===== src/rtl/sb_pkg.sv =====
// Package: default sizes shared by the store buffer modules.
// Assumes: nothing; holds constants only.
package sb_pkg;
    localparam int SB_ADDR_W = 6;
    localparam int SB_DATA_W = 16;
    localparam int SB_DEPTH  = 4;
endpackage


===== src/rtl/sb_mem.sv =====
// Module: sb_mem
// Word array behind the store buffer: one registered read and one write per cycle.
// Assumes: synchronous active-low reset clears all words (array kept small).
module sb_mem #(
    parameter int ADDR_W = sb_pkg::SB_ADDR_W,
    parameter int DATA_W = sb_pkg::SB_DATA_W
) (
    input  logic              clk,
    input  logic              rst_n,
    input  logic              we,
    input  logic [ADDR_W-1:0] waddr,
    input  logic [DATA_W-1:0] wdata,
    input  logic              re,
    input  logic [ADDR_W-1:0] raddr,
    output logic [DATA_W-1:0] rdata
);
    localparam int WORDS = 1 << ADDR_W;

    logic [DATA_W-1:0] words [WORDS];

    // Array update: clear on reset, else store a retired entry.
    always_ff @(posedge clk) begin
        if (!rst_n) begin
            for (int i = 0; i < WORDS; i++) words[i] <= '0;
        end else if (we) begin
            words[waddr] <= wdata;
        end
    end

    // Registered read port (returns the word as it was before this edge).
    always_ff @(posedge clk) begin
        if (!rst_n)  rdata <= '0;
        else if (re) rdata <= words[raddr];
    end
endmodule


===== src/rtl/sb_queue.sv =====
// Module: sb_queue
// Shift-register queue of pending writes, slot 0 newest, slot DEPTH-1 oldest.
// Rollback clears valid bits of the newest slots; a write or commit advances
// the queue by one slot and the entry leaving the oldest slot is retired.
// Assumes: a rollback cycle drops any write; commit still advances afterwards.
module sb_queue #(
    parameter int ADDR_W = sb_pkg::SB_ADDR_W,
    parameter int DATA_W = sb_pkg::SB_DATA_W,
    parameter int DEPTH  = sb_pkg::SB_DEPTH,
    parameter int RB_W   = $clog2(DEPTH + 1)
) (
    input  logic              clk,
    input  logic              rst_n,
    input  logic              wr_en,
    input  logic [ADDR_W-1:0] wr_addr,
    input  logic [DATA_W-1:0] wr_data,
    input  logic              rb_en,
    input  logic [RB_W-1:0]   rb_count,
    input  logic              commit,
    output logic [DEPTH-1:0]  slot_vld,
    output logic [ADDR_W-1:0] slot_addr [DEPTH],
    output logic [DATA_W-1:0] slot_data [DEPTH],
    output logic              ret_en,
    output logic [ADDR_W-1:0] ret_addr,
    output logic [DATA_W-1:0] ret_data
);
    localparam int LAST = DEPTH - 1;

    logic [DEPTH-1:0] vld_q;
    logic [DEPTH-1:0] vld_kept;
    logic [ADDR_W-1:0] addr_q [DEPTH];
    logic [DATA_W-1:0] data_q [DEPTH];
    logic take_wr;
    logic advance;

    // Qualify the incoming write and decide whether the queue moves.
    always_comb begin
        take_wr = wr_en && !rb_en;
        advance = take_wr || commit;
    end

    // Per-slot valid after rollback invalidation of the newest rb_count slots.
    for (genvar g = 0; g < DEPTH; g++) begin : g_keep
        always_comb vld_kept[g] = vld_q[g] && !(rb_en && (rb_count > RB_W'(g)));
    end

    // Head slot: loads the new write, or becomes empty when the queue advances.
    always_ff @(posedge clk) begin
        if (!rst_n) begin
            vld_q[0]  <= 1'b0;
            addr_q[0] <= '0;
            data_q[0] <= '0;
        end else if (advance) begin
            vld_q[0]  <= take_wr;
            addr_q[0] <= wr_addr;
            data_q[0] <= wr_data;
        end else begin
            vld_q[0]  <= vld_kept[0];
        end
    end

    // Remaining slots: take the neighbour on advance, else keep own state.
    for (genvar g = 1; g < DEPTH; g++) begin : g_slot
        always_ff @(posedge clk) begin
            if (!rst_n) begin
                vld_q[g]  <= 1'b0;
                addr_q[g] <= '0;
                data_q[g] <= '0;
            end else if (advance) begin
                vld_q[g]  <= vld_kept[g-1];
                addr_q[g] <= addr_q[g-1];
                data_q[g] <= data_q[g-1];
            end else begin
                vld_q[g]  <= vld_kept[g];
            end
        end
    end

    // Retirement of the oldest slot when it is pushed out still valid.
    always_comb begin
        ret_en   = advance && vld_kept[LAST];
        ret_addr = addr_q[LAST];
        ret_data = data_q[LAST];
    end

    assign slot_vld  = vld_q;
    assign slot_addr = addr_q;
    assign slot_data = data_q;


    wr_land_chk: assert property (@(posedge clk) disable iff (!rst_n)
        (wr_en && !rb_en) |=> (vld_q[0] && addr_q[0] == $past(wr_addr)
                               && data_q[0] == $past(wr_data)));

    rb_clear_chk: assert property (@(posedge clk) disable iff (!rst_n)
        (rb_en && rb_count != '0) |=> !vld_q[0]);

    hold_chk: assert property (@(posedge clk) disable iff (!rst_n)
        (!wr_en && !commit && !rb_en) |=> $stable(vld_q));
endmodule


===== src/rtl/sb_match.sv =====
// Module: sb_match
// Compares one read address against every queue slot in parallel and picks
// the newest valid match (lowest slot index).
// Assumes: slot 0 is the newest entry.
module sb_match #(
    parameter int ADDR_W = sb_pkg::SB_ADDR_W,
    parameter int DATA_W = sb_pkg::SB_DATA_W,
    parameter int DEPTH  = sb_pkg::SB_DEPTH
) (
    input  logic [ADDR_W-1:0] rd_addr,
    input  logic [DEPTH-1:0]  slot_vld,
    input  logic [ADDR_W-1:0] slot_addr [DEPTH],
    input  logic [DATA_W-1:0] slot_data [DEPTH],
    output logic              hit,
    output logic [DATA_W-1:0] hit_data
);
    logic [DEPTH-1:0] eq;

    // One comparator per slot, all evaluated together.
    for (genvar g = 0; g < DEPTH; g++) begin : g_cmp
        always_comb eq[g] = slot_vld[g] && (slot_addr[g] == rd_addr);
    end

    // Priority pick: scanning oldest to newest lets the newest match win.
    always_comb begin
        hit      = |eq;
        hit_data = '0;
        for (int i = DEPTH - 1; i >= 0; i--) begin
            if (eq[i]) hit_data = slot_data[i];
        end
    end
endmodule


===== src/rtl/spec_store_buf.sv =====
// Module: spec_store_buf (top)
// Speculative store buffer: queues writes, forwards newest pending data to
// reads, discards recent writes on rollback, retires the oldest to the array.
// Assumes: reads see state before same-cycle updates; results one cycle later.
module spec_store_buf #(
    parameter int ADDR_W = sb_pkg::SB_ADDR_W,
    parameter int DATA_W = sb_pkg::SB_DATA_W,
    parameter int DEPTH  = sb_pkg::SB_DEPTH,
    parameter int RB_W   = $clog2(DEPTH + 1)
) (
    input  logic              clk,
    input  logic              rst_n,
    input  logic              wr_en,
    input  logic [ADDR_W-1:0] wr_addr,
    input  logic [DATA_W-1:0] wr_data,
    input  logic              rd_en,
    input  logic [ADDR_W-1:0] rd_addr,
    output logic              rd_valid,
    output logic [DATA_W-1:0] rd_data,
    output logic              rd_fwd,
    input  logic              rb_en,
    input  logic [RB_W-1:0]   rb_count,
    input  logic              commit
);
    logic [DEPTH-1:0]  slot_vld;
    logic [ADDR_W-1:0] slot_addr [DEPTH];
    logic [DATA_W-1:0] slot_data [DEPTH];
    logic              ret_en;
    logic [ADDR_W-1:0] ret_addr;
    logic [DATA_W-1:0] ret_data;
    logic              hit;
    logic [DATA_W-1:0] hit_data;
    logic [DATA_W-1:0] mem_rdata;
    logic              hit_q;
    logic [DATA_W-1:0] fwd_q;
    logic              rdv_q;

    sb_queue #(.ADDR_W(ADDR_W), .DATA_W(DATA_W), .DEPTH(DEPTH), .RB_W(RB_W)) u_queue (
        .clk(clk), .rst_n(rst_n),
        .wr_en(wr_en), .wr_addr(wr_addr), .wr_data(wr_data),
        .rb_en(rb_en), .rb_count(rb_count), .commit(commit),
        .slot_vld(slot_vld), .slot_addr(slot_addr), .slot_data(slot_data),
        .ret_en(ret_en), .ret_addr(ret_addr), .ret_data(ret_data)
    );

    sb_match #(.ADDR_W(ADDR_W), .DATA_W(DATA_W), .DEPTH(DEPTH)) u_match (
        .rd_addr(rd_addr), .slot_vld(slot_vld), .slot_addr(slot_addr),
        .slot_data(slot_data), .hit(hit), .hit_data(hit_data)
    );

    sb_mem #(.ADDR_W(ADDR_W), .DATA_W(DATA_W)) u_mem (
        .clk(clk), .rst_n(rst_n),
        .we(ret_en), .waddr(ret_addr), .wdata(ret_data),
        .re(rd_en), .raddr(rd_addr), .rdata(mem_rdata)
    );

    // Capture the forwarding decision alongside the array read.
    always_ff @(posedge clk) begin
        if (!rst_n) begin
            hit_q <= 1'b0;
            fwd_q <= '0;
            rdv_q <= 1'b0;
        end else begin
            rdv_q <= rd_en;
            if (rd_en) begin
                hit_q <= hit;
                fwd_q <= hit_data;
            end
        end
    end

    // Final read mux: forwarded queue data overrides the array word.
    always_comb begin
        rd_valid = rdv_q;
        rd_fwd   = hit_q;
        rd_data  = hit_q ? fwd_q : mem_rdata;
    end


    rd_lat_chk: assert property (@(posedge clk) disable iff (!rst_n)
        rd_en |=> rd_valid);

    rd_idle_chk: assert property (@(posedge clk) disable iff (!rst_n)
        !rd_en |=> !rd_valid);
endmodule


===== config.mk =====
export PLATFORM = sky130hd
export DESIGN_NAME = spec_store_buf
export DESIGN_NICKNAME = d
export VERILOG_FILES = /design/src/rtl/sb_pkg.sv /design/src/rtl/sb_mem.sv /design/src/rtl/sb_queue.sv /design/src/rtl/sb_match.sv /design/src/rtl/spec_store_buf.sv
export SDC_FILE = /design/constraint.sdc
export NUM_CORES = 2
export LEC_CHECK = 0
export BUFFER_PORTS_ARGS = -buffer_cell sky130_fd_sc_hd__buf_2
export CAP_MARGIN = 20
export CORE_MARGIN = 1
export CORE_UTILIZATION = 38
export CTS_CLUSTER_DIAMETER = 40
export DETAILED_ROUTE_END_ITERATION = 12
export GPL_TIMING_DRIVEN = 0
export PLACE_DENSITY_LB_ADDON = 0.12
export REMOVE_ABC_BUFFERS = 1
export SLEW_MARGIN = 10
export SYNTH_ARGS = -nofsm -noshare
export SYNTH_HDL_FRONTEND = slang
export SYNTH_SLANG_ARGS = --single-unit

===== constraint.sdc =====
create_clock -name clk -period 6.1 [get_ports clk]
set_input_delay 0 -clock clk [delete_from_list [all_inputs] [get_ports clk]]
set_output_delay 0 -clock clk [all_outputs]
set_load 0.02 [all_outputs]

# Word level (Yosys, flattened, before mapping)
# Memories as Yosys holds them, arrays and structs flattened. A register that Yosys moved wholly into a read port is not among the register bits.
# Cells that the tools add are included.
# W data, S select, Z words.
# classes
n_lt_le_gt_ge	4
eq_ne	4
n_mux	16
reduce_logical	23
# ops
cell	n
$mux W16	6
$eq A6 B6 Y1	4
$reduce_or A16 Y1	1
$logic_and A1 B1 Y1	14
$mux W1	9
$gt A3 B1 Y1 const B	2
$gt A3 B2 Y1 const B	2
$logic_not A1 Y1	6
$mux W6	1
$reduce_or A4 Y1	1
$logic_or A1 B1 Y1	1
# totals
reg_bits	110
mem_bits_rw	1024
in_bits	37
word_cells	63
memories	1
# mem_list
name	words	width	rd	rd_clocked_by_memory_dff	wr	line_no	text
u_mem.words	64	16	1	1	64	sb_mem.sv:19	logic [DATA_W-1:0] words [WORDS];

# Depth between registers and ports, before layout
# logic_depth
ltp_word	10
ltp_mapped	10

# Cells and area by module
# A second synthesis with hierarchy kept.
# hier_totals
cells_unflattened	3951
hier_area_um2	53169.7
# modules_own_cells
mod	instances	cells_per_inst	area_each_um2	seq_area_each_um2
sb_mem	1	3315	47609.4	31069.8
sb_queue	1	447	3793.6	1841.8
spec_store_buf	1	74	927.1	360.3
sb_match	1	115	839.6	0.0

# Worst setup path after synthesis
# OpenSTA, ideal clock, no wires.
# synth_path
path_type	register -> register
startpoint	register u_queue.addr_q, in the netlist u_queue.ret_addr[5]
endpoint	memory u_mem.words[32][0] in the netlist's numbering (enable)
arrival_ns	2.477
slack_ns	3.212
path_stages_with_launch	6
path_buffers	3
synth_period_minus_slack_ns	2.888
cell_sequence	dfxtp_1 -> buf_2 -> or3b_2 -> clkbuf_1 -> clkbuf_1 -> o21ai_0
# synth_lines
item	line_no	text
start: declaration	sb_queue.sv:31	logic [ADDR_W-1:0] addr_q [DEPTH];
start signal: indexed assignment	sb_queue.sv:71	addr_q[g] <= addr_q[g-1];
end: declaration	sb_mem.sv:19	

==> results.json <==
{
  "ctsResizeCount": 0,
  "finalSetupViolations": 0,
  "finalWorstPathRequiredPeriod_ns": 3.72,
  "p_per_area_nw_per_um2": 323,
  "endpoint": "u_mem.words[4][1]$_SDFFCE_PN0P_",
  "synth-seq-cells": 1150,
  "cp.required_ns": 6.59,
  "clk_pin_slew_worst_paths_ns": 0.05,
  "post_drt_wl_per_cell_um": 27.5,
  "antenna_found_initial": 1,
  "avgSynthCellArea_um2": 13.1,
  "numCtsBuffers": 165,
  "power_leakage_nw": 20.8,
  "ant_nets": 0,
  "cts_sinks": 1150,
  "ir_drop_v": 0.000229,
  "p_clk_frac": 0.496,
  "ff2ff_path_depth": 9,
  "placed_area_um2": 55500,
  "gp_congestion": 0.762,
  "rsz0062_at_grt": "no",
  "antenna_cells": 0,
  "critical_path_arrival_ns": 4.21,
  "tightest_slew_ns": 0.978,
  "die_width_um": 369,
  "drt_iter0_markers": 2943,
  "drt-vias-per-instance": 5.81,
  "synth-seq-area-share": 0.652,
  "clock_latency_ns": 0.80,
  "die-area_um2": 136000,
  "cts_tree": "built",
  "synthAdderAreaFrac": 0,
  "end_kind": "flop",
  "r2r_slack_ns": 2.70,
  "wirelength_um": 159000,
  "crit_start": "rst_n",
  "portBuffers": 54,
  "synthMuxAreaShare": 0.110,
  "cts-htree-levels": 4,
  "dp_hpwl_um": 97900,
  "start_kind": "input port",
  "fp.coreArea_um2": 133000,
  "drv_cap": 0,
  "die_h_um": 369,
  "max_freq_mhz": 269,
  "drc": 0,
  "status": "complete, no violations",
  "synthXorXnorAreaFrac": 0.00412,
  "syn_inst": 3884,
  "overflow": 0,
  "fin_total_pwr_mw": 20.0,
  "grt_pass1_vias": 33200,
  "num_io_pins": 55,
  "hp-start": "wr_en",
  "grt_pass1_wl_um": 233000,
  "power_frac_seq": 0.446,
  "r2r_start": "u_queue.slot_vld[3]$_SDFF_PN0_",
  "nets": 3898,
  "synth_top_family_by_area": "simple AND/OR/NAND/NOR gates",
  "cp_max_fo": 70,
  "path_class": "in -> reg",
  "finClkSkew_ns": 0.0236,
  "finalCritPeriodShare": 0.610,
  "synth.distinct_cells": 49,
  "start_util": 0.383,
  "syn-cell-area_um2": 51100,
  "switching_power_mw": 4.54,
  "grtUsageTotal": 0.232,
  "rows": 134,
  "grt_max_degree": 73,
  "hp-class": "in -> reg",
  "dr.pass1.iters": 5,
  "p_comb_frac": 0.059,
  "synth_simple_gate_area_share": 0.134,
  "yosys_warnings": 0,
  "slew_headroom": 0.348,
  "r2r_end": "u_mem.words[4][1]$_SDFFCE_PN0P_",
  "clock-root-buffer": "clkbuf_16",
  "synth-compound-area-share": 0.0576,
  "internal-power_mw": 15.5,
  "syn2layout_area_growth_pct": 21.4,
  "fin_area_um2": 62000,
  "clk_path_buf_depth": 3,
  "hold_viol": 0,
  "vias": 33500,
  "layout-drive-gt1-share": 0.191,
  "p_sw_frac": 0.227,
  "fin_tns_setup_ns": 0,
  "final_max_slew_viol_count": 0
}
logic make-up after synthesis:
logic type | count (synthesis)
simple gates | 1337
flops | 1150
buf+inv | 538
compound gates | 435
mux | 400
xor+xnor | 24
cell type report:
class,count,area (um2)
multi-input combinational,2196,16000
timing repair buffer,329,4670
clock buffer,198,4390
clock inverter,106,1350
inverter,19,111
tap,1768,2210
fill,11900,71500
sequential,1150,33300
placed cells by master (no fill, tap or decap), types with 16 or more instances in the layout:
master / synthesis / layout
a21oi_1: 98 / 98
a221o_1: 16 / 16
a22o_1: 72 / 72
a22oi_1: 96 / 96
and3b_1: 17 / 17
buf_12: 0 / 16
buf_16: 0 / 52
buf_2: 61 / 51
buf_6: 6 / 33
buf_8: 0 / 103
bufinv_16: 0 / 24
clkbuf_1: 431 / 25
clkbuf_16: 0 / 170
clkinv_1: 0 / 20
clkinv_2: 0 / 23
dfxtp_1: 126 / 126
dlygate4sd3_1: 0 / 74
edfxtp_1: 1024 / 1024
inv_4: 0 / 16
mux2_2: 16 / 16
mux2i_1: 256 / 256
mux4_2: 128 / 128
nand2_1: 71 / 69
nand3_1: 83 / 80
nand4_1: 36 / 36
nor2b_1: 69 / 66
nor3_1: 1025 / 1025
o211ai_1: 16 / 16
o21ai_0: 101 / 37
o21ai_2: 0 / 64
sequential cells by signal, indices dropped and copies added, names as in the netlist:
name               cells
u_queue.slot_addr     18
u_queue.slot_vld       4
u_mem.words         1024
u_queue.ret_data      16
rd_valid               1
u_queue.ret_addr       6
rd_fwd                 1
u_mem.rdata           16
u_queue.slot_data     48
fwd_q                 16
routing by layer:
metal  vias to the layer above  GRT usage  wire length [um]
li1                      15000          -                 -
met1                     17300      0.329             71200
met2                       901      0.367             75200
met3                       206     0.0367              8420
met4                         2     0.0689              3760
met5                         -          0                13
critical path: stages:
cell           delay (ns)
dlygate4sd3_1        0.54
buf_6                0.42
buf_16               0.37
and3_1               0.37
nor2b_1              0.46
nand3b_1             0.48
buf_8                0.33
buf_8                0.16
buf_6                0.15
buf_8                0.15
o21ai_2              0.45
buf_8                0.23
power groups by stage:
| stage | sequential, mW | clock [mW] | combinational, mW |
|---|---|---|---|
| detailed placement | 9.08 | 0 | 1.15 |
| floorplan | 9.05 | 0 | 0.546 |
| global route | 8.94 | 10.4 | 1.24 |
| finish | 8.92 | 9.91 | 1.17 |
| CTS | 8.92 | 10.1 | 1.18 |
| global placement | 9.10 | 0 | 1.16 |
synthesized netlist by cell type, drive strengths merged:
master / count / area [um2]
and3b: 17 / 149
clkbuf: 432 / 1620
edfxtp: 1024 / 30700
nand4b: 2 / 17.5
nor3b: 1 / 7.51
and4: 1 / 8.76
mux2i: 256 / 2560
xnor2: 12 / 105
or3: 1 / 6.26
nor2: 9 / 36.3
and3: 3 / 18.8
o21a: 1 / 7.51
a22o: 72 / 631
mux2: 16 / 180
xor2: 12 / 105
dfxtp: 126 / 2520
or3b: 4 / 35.0
o21ai: 101 / 505
buf: 87 / 459
nor3: 1026 / 5140
nand3: 83 / 415
a31oi: 15 / 93.8
and2: 4 / 25.0
a21oi: 98 / 490
nand2: 71 / 267
inv: 19 / 71.3
a221oi: 1 / 8.76
nand4: 36 / 225
or4: 3 / 22.5
a22oi: 96 / 721
a221o: 16 / 160
nor2b: 69 / 432
o211ai: 16 / 120
mux4: 128 / 2880
o311ai: 15 / 176
o22ai: 4 / 25.0
nand2b: 1 / 6.26
nand3b: 6 / 45.0
per-stage QoR:
step	setup WS, ns	cells	hold WS [ns]	util
finish	2.38	5766	0.195	0.464
global route	2.20	5766	0.203	0.464
CTS	2.37	5766	0.122	0.464
detailed placement	2.08	5388	0.220	0.416
global placement	-7.74	5187	0.218	0.386
floorplan	-0.0106	3365	0.0894	-
worst min-delay path by stage:
stage | endpoint | slack, ns | cells after the start
detailed placement | u_queue.slot_data[62]$_SDFFE_PN0N_ | 0.22 | 2
finish | u_queue.ret_data[9]$_SDFFE_PN0N_ | 0.19 | 6
floorplan | rd_fwd$_SDFFE_PN0P_ | 0.09 | 1
global route | u_queue.ret_data[9]$_SDFFE_PN0N_ | 0.20 | 6
global placement | u_queue.slot_data[49]$_SDFFE_PN0N_ | 0.22 | 2
CTS | u_queue.ret_data[3]$_SDFFE_PN0N_ | 0.12 | 6
repair_timing:
item                                    4_1_cts  5_1_grt
hold buffers                                 74        0
setup buffers                                 0        0
hold endpoints to repair                    258        0
endpoints found under the setup margin        0        0
(Power assumes the default switching activity.)
